### src/rtl/bcd_adj_pkg.sv
package bcd_adj_pkg;

    typedef enum logic [1:0] {
        OP_ASC_ADD = 2'b00,
        OP_ASC_SUB = 2'b01,
        OP_DEC_SUB = 2'b10,
        OP_HOLD    = 2'b11
    } adj_op_e;

    typedef struct packed {
        logic of;
        logic sf;
        logic zf;
        logic af;
        logic pf;
        logic cf;
    } adj_flags_s;

endpackage

### src/rtl/bcd_ascii_add.sv
module bcd_ascii_add
    import bcd_adj_pkg::*;
#(
    parameter int ACC_W = 16
) (
    input  logic [ACC_W-1:0] acc_i,
    input  logic             af_i,
    output logic [ACC_W-1:0] acc_n,
    output adj_flags_s       flg_n
);
    localparam int BYTE_W = ACC_W / 2;
    localparam logic [ACC_W-1:0] STEP = ACC_W'((1 << BYTE_W) + 6);

    logic [BYTE_W-1:0] lo;
    logic [ACC_W-1:0]  sum;
    logic [ACC_W-1:0]  nxt;

    assign lo  = acc_i[BYTE_W-1:0];
    assign sum = acc_i + STEP;

    always_comb begin
        flg_n    = '0;
        nxt      = acc_i;
        flg_n.sf = (lo >= BYTE_W'(8'h7A)) && (lo <= BYTE_W'(8'hF9));
        if (lo[3:0] > 4'd9) begin
            nxt      = sum;
            flg_n.cf = 1'b1;
            flg_n.af = 1'b1;
            flg_n.of = (lo[7:4] == 4'h7);
            flg_n.zf = (sum[BYTE_W-1:0] == '0);
            flg_n.pf = ~^sum[BYTE_W-1:0];
        end else if (af_i) begin
            nxt      = sum;
            flg_n.cf = 1'b1;
            flg_n.af = 1'b1;
            flg_n.pf = ~^sum[BYTE_W-1:0];
        end else begin
            flg_n.zf = (lo == '0);
            flg_n.pf = ~^lo;
        end
        acc_n = {nxt[ACC_W-1:BYTE_W], {(BYTE_W-4){1'b0}}, nxt[3:0]};
    end

endmodule

### src/rtl/bcd_ascii_sub.sv
module bcd_ascii_sub
    import bcd_adj_pkg::*;
#(
    parameter int ACC_W = 16
) (
    input  logic [ACC_W-1:0] acc_i,
    input  logic             af_i,
    output logic [ACC_W-1:0] acc_n,
    output adj_flags_s       flg_n
);
    localparam int BYTE_W = ACC_W / 2;
    localparam logic [ACC_W-1:0] STEP = ACC_W'((1 << BYTE_W) + 6);

    logic [BYTE_W-1:0] lo;
    logic [ACC_W-1:0]  diff;
    logic [ACC_W-1:0]  nxt;

    assign lo   = acc_i[BYTE_W-1:0];
    assign diff = acc_i - STEP;

    always_comb begin
        flg_n = '0;
        nxt   = acc_i;
        if (lo[3:0] > 4'd9) begin
            nxt      = diff;
            flg_n.sf = (lo > BYTE_W'(8'h85));
            flg_n.cf = 1'b1;
            flg_n.af = 1'b1;
        end else if (af_i) begin
            nxt      = diff;
            flg_n.of = (lo >= BYTE_W'(8'h80)) && (lo <= BYTE_W'(8'h85));
            flg_n.sf = (lo < BYTE_W'(8'h06)) || (lo > BYTE_W'(8'h85));
            flg_n.cf = 1'b1;
            flg_n.af = 1'b1;
        end else begin
            flg_n.sf = lo[BYTE_W-1];
        end
        flg_n.zf = (nxt[BYTE_W-1:0] == '0);
        flg_n.pf = ~^nxt[BYTE_W-1:0];
        acc_n    = {nxt[ACC_W-1:BYTE_W], {(BYTE_W-4){1'b0}}, nxt[3:0]};
    end

endmodule

### src/rtl/bcd_dec_sub.sv
module bcd_dec_sub
    import bcd_adj_pkg::*;
#(
    parameter int ACC_W = 16
) (
    input  logic [ACC_W-1:0] acc_i,
    input  logic             af_i,
    input  logic             cf_i,
    output logic [ACC_W-1:0] acc_n,
    output adj_flags_s       flg_n
);
    localparam int BYTE_W = ACC_W / 2;

    logic [BYTE_W-1:0] lo;
    logic [BYTE_W-1:0] mid;
    logic [BYTE_W-1:0] fin;
    logic              nib_adj;
    logic              big;

    assign lo      = acc_i[BYTE_W-1:0];
    assign nib_adj = (lo[3:0] > 4'd9) || af_i;
    assign big     = (lo > BYTE_W'(8'h99)) || cf_i;

    always_comb begin
        flg_n = '0;
        mid   = big ? (lo - BYTE_W'(8'h60)) : lo;
        fin   = nib_adj ? (mid - BYTE_W'(6)) : mid;
        if (big)          flg_n.cf = 1'b1;
        else if (nib_adj) flg_n.cf = (lo <= BYTE_W'(8'h05));
        else              flg_n.cf = 1'b0;
        flg_n.af = nib_adj;
        flg_n.of = lo[BYTE_W-1] & ~fin[BYTE_W-1];
        flg_n.sf = fin[BYTE_W-1];
        flg_n.zf = (fin == '0);
        flg_n.pf = ~^fin;
        acc_n    = {acc_i[ACC_W-1:BYTE_W], fin};
    end

endmodule

### src/rtl/bcd_adjust_unit.sv
module bcd_adjust_unit
    import bcd_adj_pkg::*;
#(
    parameter int ACC_W = 16
) (
    input  logic             clk,
    input  logic             rst_n,
    input  logic [1:0]       op_i,
    input  logic [ACC_W-1:0] acc_i,
    input  logic             af_i,
    input  logic             cf_i,
    output logic [ACC_W-1:0] acc_o,
    output logic             cf_o,
    output logic             pf_o,
    output logic             af_o,
    output logic             zf_o,
    output logic             sf_o,
    output logic             of_o
);
    localparam int BYTE_W = ACC_W / 2;

    adj_op_e          op_sel;
    logic [ACC_W-1:0] add_acc, sub_acc, dec_acc, acc_d, acc_q;
    adj_flags_s       add_flg, sub_flg, dec_flg, flg_d, flg_q;

    assign op_sel = adj_op_e'(op_i);

    bcd_ascii_add #(.ACC_W(ACC_W)) u_add (
        .acc_i(acc_i), .af_i(af_i), .acc_n(add_acc), .flg_n(add_flg)
    );

    bcd_ascii_sub #(.ACC_W(ACC_W)) u_sub (
        .acc_i(acc_i), .af_i(af_i), .acc_n(sub_acc), .flg_n(sub_flg)
    );

    bcd_dec_sub #(.ACC_W(ACC_W)) u_dec (
        .acc_i(acc_i), .af_i(af_i), .cf_i(cf_i), .acc_n(dec_acc), .flg_n(dec_flg)
    );

    always_comb begin
        unique case (op_sel)
            OP_ASC_ADD: begin acc_d = add_acc; flg_d = add_flg; end
            OP_ASC_SUB: begin acc_d = sub_acc; flg_d = sub_flg; end
            OP_DEC_SUB: begin acc_d = dec_acc; flg_d = dec_flg; end
            OP_HOLD:    begin acc_d = acc_q;   flg_d = flg_q;   end
            default:    begin acc_d = acc_q;   flg_d = flg_q;   end
        endcase
    end

    always_ff @(posedge clk or negedge rst_n) begin
        if (!rst_n) begin
            acc_q <= '0;
            flg_q <= '0;
        end else begin
            acc_q <= acc_d;
            flg_q <= flg_d;
        end
    end

    always_comb begin
        acc_o = acc_q;
        cf_o  = flg_q.cf;
        pf_o  = flg_q.pf;
        af_o  = flg_q.af;
        zf_o  = flg_q.zf;
        sf_o  = flg_q.sf;
        of_o  = flg_q.of;
    end


    hold_keeps_chk: assert property (@(posedge clk) disable iff (!rst_n)
        (op_i == 2'b11) |=> ($stable(acc_o) && $stable({cf_o, pf_o, af_o, zf_o, sf_o, of_o})));


    ascii_mask_chk: assert property (@(posedge clk) disable iff (!rst_n)
        (op_i == 2'b00 || op_i == 2'b01) |=> (acc_o[BYTE_W-1:4] == '0));


    ascii_cf_af_chk: assert property (@(posedge clk) disable iff (!rst_n)
        (op_i == 2'b00 || op_i == 2'b01) |=> (cf_o == af_o));


    dec_high_chk: assert property (@(posedge clk) disable iff (!rst_n)
        (op_i == 2'b10) |=> (acc_o[ACC_W-1:BYTE_W] == $past(acc_i[ACC_W-1:BYTE_W])));


    dec_of_sign_chk: assert property (@(posedge clk) disable iff (!rst_n)
        (op_i == 2'b10) |=> !(of_o && sf_o) && !(zf_o && sf_o));

endmodule

### config.mk
export PLATFORM = sky130hd
export DESIGN_NAME = bcd_adjust_unit
export DESIGN_NICKNAME = d
export VERILOG_FILES = /design/src/rtl/bcd_adj_pkg.sv /design/src/rtl/bcd_ascii_add.sv /design/src/rtl/bcd_ascii_sub.sv /design/src/rtl/bcd_dec_sub.sv /design/src/rtl/bcd_adjust_unit.sv
export SDC_FILE = /design/constraint.sdc
export NUM_CORES = 1
export LEC_CHECK = 0
export BUFFER_PORTS_ARGS = -buffer_cell sky130_fd_sc_hd__buf_2
export CAP_MARGIN = 0
export CORE_ASPECT_RATIO = 1.2
export CORE_MARGIN = 2
export CORE_UTILIZATION = 52
export DETAILED_ROUTE_END_ITERATION = 10
export GPL_TIMING_DRIVEN = 0
export MAX_ROUTING_LAYER = met4
export PLACE_DENSITY = 0.88
export SETUP_SLACK_MARGIN = 0.5
export SYNTH_ARGS = -nofsm -noshare
export SYNTH_HDL_FRONTEND = slang
export SYNTH_SLANG_ARGS = --single-unit
export TNS_END_PERCENT = 10
### constraint.sdc
create_clock -name clk -period 0.9 [get_ports clk]
set_input_delay 0.045 -clock clk [delete_from_list [all_inputs] [get_ports clk]]
set_output_delay 0.045 -clock clk [all_outputs]
set_load 0.05 [all_outputs]
-- Word level (Yosys, flattened, before mapping)
Index checks and enable logic that the tools add are counted.
Widths: inputs -> output; s select.
- register bits after elaboration: 22
- input port bits: 22
- output and inout port bits: 22
- word-level logic and storage cells: 60
- add/subtract/negate cells: 4
- order comparisons: 9
- equality and inequality tests: 4
- mux-type cells: 20
- bitwise gates (word level): 2
- reductions and logical operators: 14
- operator list (kind ; count):
    $mux 16 ; 4
    $pmux 16 s3 ; 1
    $logic_not 8->1 ; 4
    $reduce_xnor 8->1 ; 4
    $pmux 6 s3 ; 1
    $add 16x9->16 const B ; 1
    $gt 8x8->1 const B ; 2
    $le 8x8->1 const B ; 2
    $mux 8 ; 2
    $sub 16x9->16 const B ; 1
    $mux 1 ; 11
    $ge 8x7->1 const B ; 1
    $ge 8x8->1 const B ; 1
    $le 8x3->1 const B ; 1
    $lt 8x3->1 const B ; 1
    $sub 8x3->8 const B ; 1
    $sub 8x7->8 const B ; 1
    $eq 2x2->1 const B ; 2
    $eq 4x3->1 const B ; 1
    $gt 4x4->1 const B ; 1
    $mux 4 ; 1
    $logic_or 1x1->1 ; 3
    $eq 2x1->1 const B ; 1
    $logic_and 1x1->1 ; 2
    other kinds (3) ; 3

-- Depth between registers and ports, before layout
Gate-level depths: netlist (run 1).
- depth after elaboration: 8
- depth in mapped cells: 15
- depth with buffers taken out: 14

-- Hierarchy
A second synthesis (run 1) with hierarchy kept.
- cell total of the unflattened synthesis: 365
- area total of the unflattened synthesis: 3378.2 µm²
- by module, submodules not included (module ; instances ; cells an instance ; area each (µm²)):
    bcd_adjust_unit ; 1 ; 130 ; 1536.5
    bcd_ascii_add ; 1 ; 92 ; 743.2
    bcd_dec_sub ; 1 ; 75 ; 578.1
    bcd_ascii_sub ; 1 ; 68 ; 520.5

-- Worst setup path after synthesis (run 1)
Ideal clock, no wire load.
- kind: input -> register
- start point: input port acc_i[6]
- end point: register flg_q, in the netlist pf_o
- arrival time: 2.564 ns
- setup slack: -1.745 ns
- stages: 14
- buffers on the path: 1
- path through: clkbuf_1 > inv_1 > ha_1 > a21o_1 > a21oi_1 > nand2_2 > xor2_1 > ha_1 > xnor2_1 > xnor2_1 > xnor2_1 > xnor2_1 > nand2_1 > a31oi_1
- word-level cells in the longest chain between the ends: 7
- RTL lines (element ; RTL line ; text):
    start, declared ; bcd_adjust_unit.sv:9 ; input logic [ACC_W-1:0] acc_i,
    $gt 8x8->1 ; bcd_dec_sub.sv:22 ; assign big = (lo > BYTE_W'(8'h99)) || cf_i;
    $logic_or 1x1->1 ; bcd_dec_sub.sv:22 ;
    $mux 8 ; bcd_dec_sub.sv:26 ; mid = big ? (lo - BYTE_W'(8'h60)) : lo;
    $sub 8x3->8 ; bcd_dec_sub.sv:27 ; fin = nib_adj ? (mid - BYTE_W'(6)) : mid;
    $mux 8 ; bcd_dec_sub.sv:27 ;
    $reduce_xnor 8->1 ; bcd_dec_sub.sv:35 ; flg_n.pf = ~^fin;
    $pmux 6 s3 (*) ; bcd_adjust_unit.sv:41 ; unique case (op_sel)
    end signal, assigned ; bcd_adjust_unit.sv:56 ; flg_q <= flg_d;
    end, declared ; bcd_adjust_unit.sv:24 ; adj_flags_s add_flg, sub_flg, dec_flg, flg_d, flg_q;
Mark *: on every way between the ends. The rest lies on a longest branch, timed or not.
A chain may end at the register's enable or synchronous reset.

-- Final worst setup path (run 1)
- start point: input port acc_i[1]
- end point: register flg_q, in the netlist pf_o
The elaborated chain is that of the path after synthesis.

==> impl_metrics.yaml, run 1 <==
status:
  violations: "hold timing, setup timing"
  outcome: "complete, but fails checks"
yosys:
  syn_area_mm2: 0.00259
  synth_seq_cells: 22
  synth_top_area_share_pct: 21.3
  yosysSeqAreaShare_pct: 21.3
  syn_area_per_cell_um2: 8.33
  synth_edf_count: 0
  synth_top_cell_by_area: "dfrtp_1"
  syn-num-nets: 366
  synthCells: 311
  ys.flop_type: "dfrtp_1"
  synth.area.top_cells: "dfrtp_1 21%, ha_1 16%, xnor2_1 11%, nand2_1 3.9%, a21oi_1 3.9%"
  synth_cell_type_count: 55
  synthArstFlopShare_pct: 100
  synth_common_cells: "33 x ha_1, 33 x xnor2_1, 27 x nand2_1, 22 x dfrtp_1, 20 x a21oi_1"
  yosys_warnings: 0
timing:
  skew_ns: 0
  slew_headroom_pct: 40.2
  finalHoldViolations: 22
  fin_tns_setup_ns: -17.59
  slew_violations: 0
  worst_slew_pin_slew_ns: 0.888
  fmax_ghz: 0.412
  finalCriticalPeriod_ns: 2.43
  period_share_pct: 270
  grt_setup_unrepaired: "yes"
  hold_slack_ns: -0.269
  setup_viol: 21
  fin_ws_ns: -1.53
clock_tree:
  ctsRootBufferMaster: "clkbuf_8"
  cts.sinks: 22
  h-tree-depth: 1
  cts_buffers: 3
  cts_tree: "built"
  cts_buffer_depth: 2
  clk_pin_slew_ns: 0.08
  insertion_delay_ns: 0.26
setup_path:
  crit_start: "acc_i[1]"
  cp.arrival_ns: 2.62
  start_kind: "input pin"
  path_class: "in -> reg"
  worstPathRequired_ns: 1.09
  r2r_start: "zf_o$_DFFE_PN0P_"
  crit_fanout: 5
  crit_path_end_kind: "register"
global_route:
  grt_overflow: 0
  grt_max_degree: 23
  grt_pass1_wl_mm: 12.3
  track_usage_pct: 30.0
  antenna_found_initial: 0
  grt_pass1_vias: 2680
floorplanning:
  core_mm2: 0.00487
  die_h_um: 81.3
  io_pins: 44
  die_w_um: 68.4
  initial_core_util_pct: 53.2
  die_area_mm2: 0.00556
  rows: 28
routing:
  drt-initial-drc-count: 277
  drcViolationCount: 0
  firstDrtPassIters: 5
  detail-route-antenna-nets: 0
  postRouteWirelength_mm: 7.91
  via_count: 2793
  wl_per_cell_um: 18.3
  vias_per_cell: 6.45
pwr:
  powerDensity_mw_per_mm2: 1320
  ir_drop_v: 0.000525
  pwr-share-clk_pct: 15.7
  pwr-share-seq_pct: 26.9
  p_comb_share_pct: 57.3
  net-switching-power_uw: 1970
  intPower_uw: 2610
  power_leakage_uw: 0.00150
  p_sw_share_pct: 43.0
final_layout:
  final_core_util_pct: 70.9
  fillCellCount: 391
  drive_gt1_share_pct: 31.6
  syn2layout_area_growth_pct: 33.3
  antenna_cells: 0
  nets: 429
placed_design:
  port_buffers: 40
  place_congestion: 0.979
  place_hpwl_mm: 5.75
job:
  drv_cap: 0
min_path:
  hold_path_class: "in -> async"
layout make-up:
class	instances	area [um2]	area share (%)
inverter	16	77.6	2.25
clock buffer	4	55.1	1.59
tap	60	75.1	2.17
sequential	22	551	15.9
buffer	17	115	3.33
timing repair buffer	58	493	14.3
multi-input combinational	256	2090	60.4
worst max-delay path, cell delays in order:
cell and delay [ns]:
buf_12 0.09, clkinvlp_4 0.12, ha_4 0.18, and3b_2 0.23, a21o_1 0.17, buf_6 0.13
nor2_4 0.13, xnor2_2 0.13, xor2_1 0.21, ha_1 0.29, xnor2_2 0.15, xnor2_1 0.18
xnor2_1 0.15, xnor2_1 0.14, nand2_1 0.08, a31oi_1 0.18
metrics by stage:
step / total power [uW] / instance area, um2 / cells / setup slack [ns] / hold WS, ns
floorplan: 2890 / 2630 / 311 / -1.52 / -0.251
global placement: 3360 / 2900 / 411 / -2.02 / 0.0262
detailed placement: 3420 / 2900 / 411 / -2.11 / 0.0347
CTS: 4470 / 3370 / 429 / -1.53 / -0.252
global route: 4820 / 3450 / 433 / -1.70 / -0.235
finish: 4570 / 3450 / 433 / -1.53 / -0.269
final timing paths:
check                                         to  slack [ns]  cells after the start
max                             pf_o$_DFFE_PN0P_       -1.53                     16
min                        acc_o[10]$_DFFE_PN0P_       -0.27                      1
max reg2reg                     zf_o$_DFFE_PN0P_       -0.06                      3
min reg2reg                acc_o[12]$_DFFE_PN0P_        0.52                      2
max in group asynchronous   acc_o[5]$_DFFE_PN0P_        0.84                      1
min in group clk           acc_o[13]$_DFFE_PN0P_        0.20                      3
state kept, by name, summed over array words and instances (netlist names):
signal,cells
acc_o,16
af_o,1
cf_o,1
of_o,1
pf_o,1
sf_o,1
zf_o,1
power by group through the flow:
stage                     sequential [uW]  clock (uW)  combinational, uW
final                                1230         719               2620
after global routing                 1250         763               2800
after floorplan                      1690           0               1200
after detailed placement             1220           0               2200
after global placement               1210           0               2140
after CTS                            1230         710               2530
cell usage in the layout (no fill, tap or decap), drive strengths merged, types with 4 or more instances in the layout:
| cell type | instances |
|---|---|
| buf | 63 |
| xnor2 | 34 |
| ha | 33 |
| nand2 | 28 |
| dfrtp | 22 |
| a21oi | 20 |
| nor2 | 18 |
| o21ai | 18 |
| clkbuf | 16 |
| inv | 14 |
| nand3 | 9 |
| xor2 | 7 |
| o22ai | 7 |
| a21o | 5 |
| nand4 | 5 |
| nor2b | 5 |
| nand2b | 5 |
| a22o | 4 |
| a211oi | 4 |
| a221oi | 4 |
cells by family after synthesis:
group,count (synthesis),synth area share (%)
adder cells (fa/ha/maj),33,15.9
buffers and inverters,33,5.17
multiplexers,3,1.21
XOR/XNOR,41,14.2
AND/OR/NAND/NOR,91,19.0
flip-flops,22,21.3
AO/OA/AOI/OAI,88,23.2
timing repair:
action | in CTS | in global routing
endpoints found under the hold margin | 22 | 22
cloned | 0 | 0
buffers inserted | 14 | 4
pin swaps | 19 | 19
endpoints found under the setup margin | 44 | 44
resized for setup | 90 | 21
layer usage:
metal	vias to the layer above	global-route usage (%)	part of all wire [%]	wire length, um
met4	0	19.8	5.4	430
met2	152	51.7	52	4110
met3	46	2.63	5.3	419
met1	1345	31.9	37	2950
li1	1250	-	-	-
met5	-	-	0	0
Power figures use the tool's default switching activity.
==> inputs of run 2 (changes only) <==
--- a/config.mk
+++ b/config.mk
@@ -7,13 +7,12 @@
 export LEC_CHECK = 0
 export BUFFER_PORTS_ARGS = -buffer_cell sky130_fd_sc_hd__buf_2
 export CAP_MARGIN = 0
-export CORE_ASPECT_RATIO = 1.2
 export CORE_MARGIN = 2
 export CORE_UTILIZATION = 52
 export DETAILED_ROUTE_END_ITERATION = 10
 export GPL_TIMING_DRIVEN = 0
 export MAX_ROUTING_LAYER = met4
-export PLACE_DENSITY = 0.88
+export PLACE_DENSITY = 0.83
 export SETUP_SLACK_MARGIN = 0.5
 export SYNTH_ARGS = -nofsm -noshare
 export SYNTH_HDL_FRONTEND = slang
==> run 2 against run 1 <==
Compared with the run above: the flow still finishes with violations (hold timing, setup timing); clock-buffer cell count did not move; critical path depth unchanged; register-to-register slack worse by 0.02 ns; largest power group unchanged.
==> impl_metrics.yaml, run 2 (synthesized netlist as in run 1, its figures left out) <==
status:
  outcome: "complete, but fails checks"
  violations: "hold timing, setup timing"
clock_tree:
  cts_buffers: 3
  h-tree-depth: 1
  cts.sinks: 22
  ctsRootBufferMaster: "clkbuf_8"
  cts_buffer_depth: 2
  cts_tree: "built"
  clk_pin_slew_ns: 0.08
  insertion_delay_ns: 0.26
global_route:
  track_usage_pct: 31.2
  use_met3_pct: 3.12
  busiest_layer: "met2"
  grt_max_degree: 23
  met1_usage_pct: 38.0
  grt_pass1_vias: 2614
  grt_use_met2_pct: 53.4
  grt_pass1_wl_mm: 12.8
  antenna_found_initial: 0
  grt_overflow: 0
setup_path:
  r2r_start: "zf_o$_DFFE_PN0P_"
  crit_fanout: 5
  path_class: "in -> reg"
  r2r-end: "zf_o$_DFFE_PN0P_"
  cp.arrival_ns: 2.69
  r2r_slack_ns: -0.08
  worstPathRequired_ns: 1.09
  worstRegToRegCells: 3
  crit_start: "acc_i[2]"
  endpoint: "pf_o$_DFFE_PN0P_"
  crit_path_end_kind: "register"
  start_kind: "input pin"
pwr:
  power_leakage_uw: 0.00158
  powerDensity_mw_per_mm2: 1310
  ir_drop_v: 0.000752
  p_total_uw: 4770
timing:
  fmax_ghz: 0.401
  finalHoldViolations: 22
  fin_ws_ns: -1.60
  hold_slack_ns: -0.262
  skew_ns: 0
  slew_violations: 0
  period_share_pct: 277
  setup_viol: 21
  slew_headroom_pct: 46.5
  worst_slew_pin_slew_ns: 0.794
  grt_setup_unrepaired: "yes"
  finalCriticalPeriod_ns: 2.50
routing:
  detail-route-antenna-nets: 0
  drcViolationCount: 0
  drt-initial-drc-count: 305
  firstDrtPassIters: 6
  wl_per_cell_um: 19.2
  postRouteWirelength_mm: 8.61
  via_count: 2851
  vias_per_cell: 6.35
final_layout:
  antenna_cells: 0
  nets: 438
  fillCellCount: 309
  largest_reg_flops: 16
  syn2layout_area_growth_pct: 40.6
  layout_commonest_cell: "buf_6"
  drive_gt1_share_pct: 34.3
  regArea_um2: 551
  layout_common_cells: "31 x buf_6, 30 x xnor2_1, 26 x nand2_1, 25 x ha_1"
  finalNonFillerCells: 449
  multi_input_area_mm2: 0.00213
floorplanning:
  die_w_um: 74.6
  die_area_mm2: 0.00556
  io_pins: 44
  core_mm2: 0.00475
  die_h_um: 74.6
  initial_core_util_pct: 54.5
  rows: 25
job:
  drv_cap: 0
placed_design:
  port_buffers: 40
  place_congestion: 0.928
  dp.cells: 418
  place_hpwl_mm: 5.48
  pre_cts_ws_ns: -2.20
min_path:
  hold_path_class: "in -> async"
## run 2: cell count changes in the layout (fill, tap and decap cells not counted), sizes merged
cell,delta
buf,+10
clkinvlp,-2
inv,+2
clkbuf,-1
## run 2: worst min-delay path by stage
| stage | to | slack [ns] | startpoint |
|---|---|---|---|
| detailed placement | acc_o[0]$_DFFE_PN0P_ | 0.04 | rst_n |
| global route | acc_o[0]$_DFFE_PN0P_ | -0.23 | rst_n |
| finish | acc_o[1]$_DFFE_PN0P_ | -0.26 | rst_n |
| CTS | acc_o[0]$_DFFE_PN0P_ | -0.25 | rst_n |
| floorplan | acc_o[0]$_DFFE_PN0P_ | -0.25 | rst_n |
| global placement | acc_o[0]$_DFFE_PN0P_ | 0.03 | rst_n |
## run 2: stage by stage
stage	area, um2	util, %	setup TNS, ns
finish	3640	76.6	-20.15
global route	3640	76.6	-21.74
CTS	3460	72.7	-18.51
detailed placement	2910	61.2	-28.09
global placement	2910	61.2	-27.11
floorplan	2630	-	-16.74
## run 2: power by group
| part | leakage [uW] | switching, uW | internal [uW] |
|---|---|---|---|
| clock | 0.0000288 | 334 | 390 |
| sequential | 0.000275 | 108 | 1120 |
| combinational | 0.00128 | 1630 | 1190 |
| total | 0.00158 | 2070 | 2700 |
## run 2: worst max-delay path, cell delays in order
cell and delay (ns):
buf_12 0.09, inv_8 0.03, ha_4 0.17, and3b_2 0.23, a21o_1 0.17, buf_6 0.13
nor2_4 0.16, xnor2_4 0.16, xor2_2 0.17, ha_1 0.26, xnor2_1 0.14, xnor2_1 0.28
xnor2_1 0.19, xnor2_1 0.18, nand2_1 0.10, a31oi_1 0.18
## run 2: area by class of cell
cell class	count	area share (%)
clock buffer	4	1.51
inverter	16	2.40
timing repair buffer	67	16.9
multi-input combinational	256	58.4
tap	67	2.30
buffer	17	3.40
sequential	22	15.1
## run 2: routing by layer
metal  up-vias  part of all wire [%]
li1       1270                     -
met1      1342                    39
met2       193                    50
met3        46                   6.9
met4         0                   4.2
met5         -                     0
## run 2: what timing repair did
item | CTS | global route
pin swaps | 27 | 26
endpoints found under the hold margin | 22 | 22
setup buffers | 15 | 12
gates resized for setup | 113 | 30
setup endpoints to repair | 44 | 44
==> inputs of run 3 (changes only) <==
--- a/config.mk
+++ b/config.mk
@@ -11,7 +11,6 @@
 export CORE_UTILIZATION = 52
 export DETAILED_ROUTE_END_ITERATION = 10
 export GPL_TIMING_DRIVEN = 0
-export MAX_ROUTING_LAYER = met4
 export PLACE_DENSITY = 0.83
 export SETUP_SLACK_MARGIN = 0.5
 export SYNTH_ARGS = -nofsm -noshare
==> run 3 against run 2 <==
Compared with the run above: the run still ends with hold timing, setup timing left; first-iteration DRC count is 5.9% higher; sequential power about the same; hold slack got worse by 0.0036 ns; critical path type unchanged; critical endpoint unchanged.
==> impl_metrics.yaml, run 3 (synthesized netlist as in run 1, its figures left out) <==
timing:
  grt_setup_unrepaired: "yes"
  finalCriticalPeriod_ns: 2.49
  fin_tns_setup_ns: -17.47
  finalHoldViolations: 22
  setup_viol: 22
  slew_headroom_pct: 44.6
  fin_ws_ns: -1.59
  slew_violations: 0
  period_share_pct: 277
  worst_slew_pin_slew_ns: 0.823
  skew_ns: 0
  hold_slack_ns: -0.266
  fmax_ghz: 0.402
routing:
  vias_per_cell: 6.15
  wl_per_cell_um: 18.5
  detail-route-antenna-nets: 0
  drt-initial-drc-count: 323
  drcViolationCount: 0
  via_count: 2731
  firstDrtPassIters: 5
  postRouteWirelength_mm: 8.23
final_layout:
  layout_common_cells: "29 x buf_6, 27 x nand2_1, 26 x xnor2_1, 26 x ha_1, 22 x dfrtp_1"
  finalNonFillerCells: 444
  drive_gt1_share_pct: 32.6
  nets: 433
  layout_commonest_cell: "buf_6"
  antenna_cells: 0
  syn2layout_area_growth_pct: 37.6
  largest_reg_flops: 16
clock_tree:
  insertion_delay_ns: 0.27
  cts_buffer_depth: 2
  cts.sinks: 22
  h-tree-depth: 1
  cts_tree: "built"
  cts_buffers: 3
  ctsRootBufferMaster: "clkbuf_8"
  clk_pin_slew_ns: 0.08
global_route:
  busiest_layer: "met2"
  track_usage_pct: 28.9
  grt_pass1_wl_mm: 12.4
  use_met3_pct: 3.39
  grt_max_degree: 23
  grt_pass1_vias: 2542
  grt_overflow: 0
  met1_usage_pct: 38.0
  grt_use_met2_pct: 49.9
  antenna_found_initial: 0
setup_path:
  path_cells: "buf_12 -> clkinv_8 -> ha_4 -> and3b_2 -> a21o_1 -> buf_6 -> nor2_4 -> xnor2_2 -> xor2_1 -> ha_1 -> xnor2_2 -> xnor2_2 -> xnor2_2 -> xnor2_2 -> nand2_1 -> a31oi_1"
  crit_buf_inv: 3
  worstPathRequired_ns: 1.09
  crit_fanout: 4
  crit_slowest_cell: "ha_1"
  path_class: "in -> reg"
  crit_path_end_kind: "register"
  cp.arrival_ns: 2.68
  start_kind: "input pin"
  cp_common_cell: "xnor2_2"
  path_delay_family: "XOR/XNOR gates"
  critPathMaxStageDelay_ns: 0.29
placed_design:
  place_congestion: 0.908
  pre_cts_ws_ns: -2.20
  dp.cells: 418
  place_hpwl_mm: 5.66
  port_buffers: 40
floorplanning:
  die_area_mm2: 0.00556
  core_mm2: 0.00475
  io_pins: 44
  initial_core_util_pct: 54.5
  rows: 25
  die_h_um: 74.6
  die_w_um: 74.6
status:
  violations: "hold timing, setup timing"
  outcome: "complete, but fails checks"
min_path:
  hold_path_class: "in -> async"
pwr:
  ir_drop_v: 0.000924
  powerDensity_mw_per_mm2: 1350
  power_leakage_uw: 0.00157
job:
  drv_cap: 0
run 3: cell types whose count changed in the layout (fill, tap and decap cells not counted), sizes merged:
cell | before | now
buf | 73 | 66
clkbuf | 15 | 17
clkinv | 0 | 1
inv | 16 | 15
run 3: what timing repair did:
item	CTS	global route
setup endpoints to repair	44	44
setup buffers	11	11
pin swaps	21	22
gates resized for setup	107	19
hold endpoints to repair	22	22
run 3: worst paths after layout:
| kind | endpoint | slack, ns | start | depth (start not counted) |
|---|---|---|---|---|
| min in group clk | acc_o[0]$_DFFE_PN0P_ | 0.11 | acc_i[0] | 3 |
| setup / recovery | pf_o$_DFFE_PN0P_ | -1.59 | acc_i[1] | 16 |
| hold / removal | acc_o[0]$_DFFE_PN0P_ | -0.27 | rst_n | 1 |
| setup reg to reg | zf_o$_DFFE_PN0P_ | -0.10 | zf_o$_DFFE_PN0P_ | 3 |
| max in group asynchronous | acc_o[7]$_DFFE_PN0P_ | 0.82 | rst_n | 1 |
| hold reg to reg | acc_o[11]$_DFFE_PN0P_ | 0.51 | acc_o[11]$_DFFE_PN0P_ | 2 |
run 3: layer usage:
layer / routed length [um] / vias to the layer above
met3: 559 / 21
met5: 0 / -
met1: 3360 / 1278
met4: 189 / 0
met2: 4120 / 170
li1: - / 1262
run 3: area by class of cell:
type                       count  area [um2]
buffer                        17         115
clock buffer                   4        55.1
tap                           67        83.8
fill                         324        1190
inverter                      16        85.1
timing repair buffer          62         556
multi-input combinational    256        2120
sequential                    22         551
run 3: where the power goes:
| part | switching (uW) | internal, uW |
|---|---|---|
| registers | 108 | 1120 |
| logic | 1640 | 1200 |
| clock network | 341 | 391 |
| total | 2090 | 2720 |
run 3: stage by stage:
stage                     instance area (um2)  power (uW)  util (%)
after floorplan                          2630        2890         -
after global placement                   2910        3380      61.2
after detailed placement                 2910        3440      61.2
after CTS                                3390        4500      71.3
after global routing                     3560        5010      74.9
final                                    3560        4810      74.9
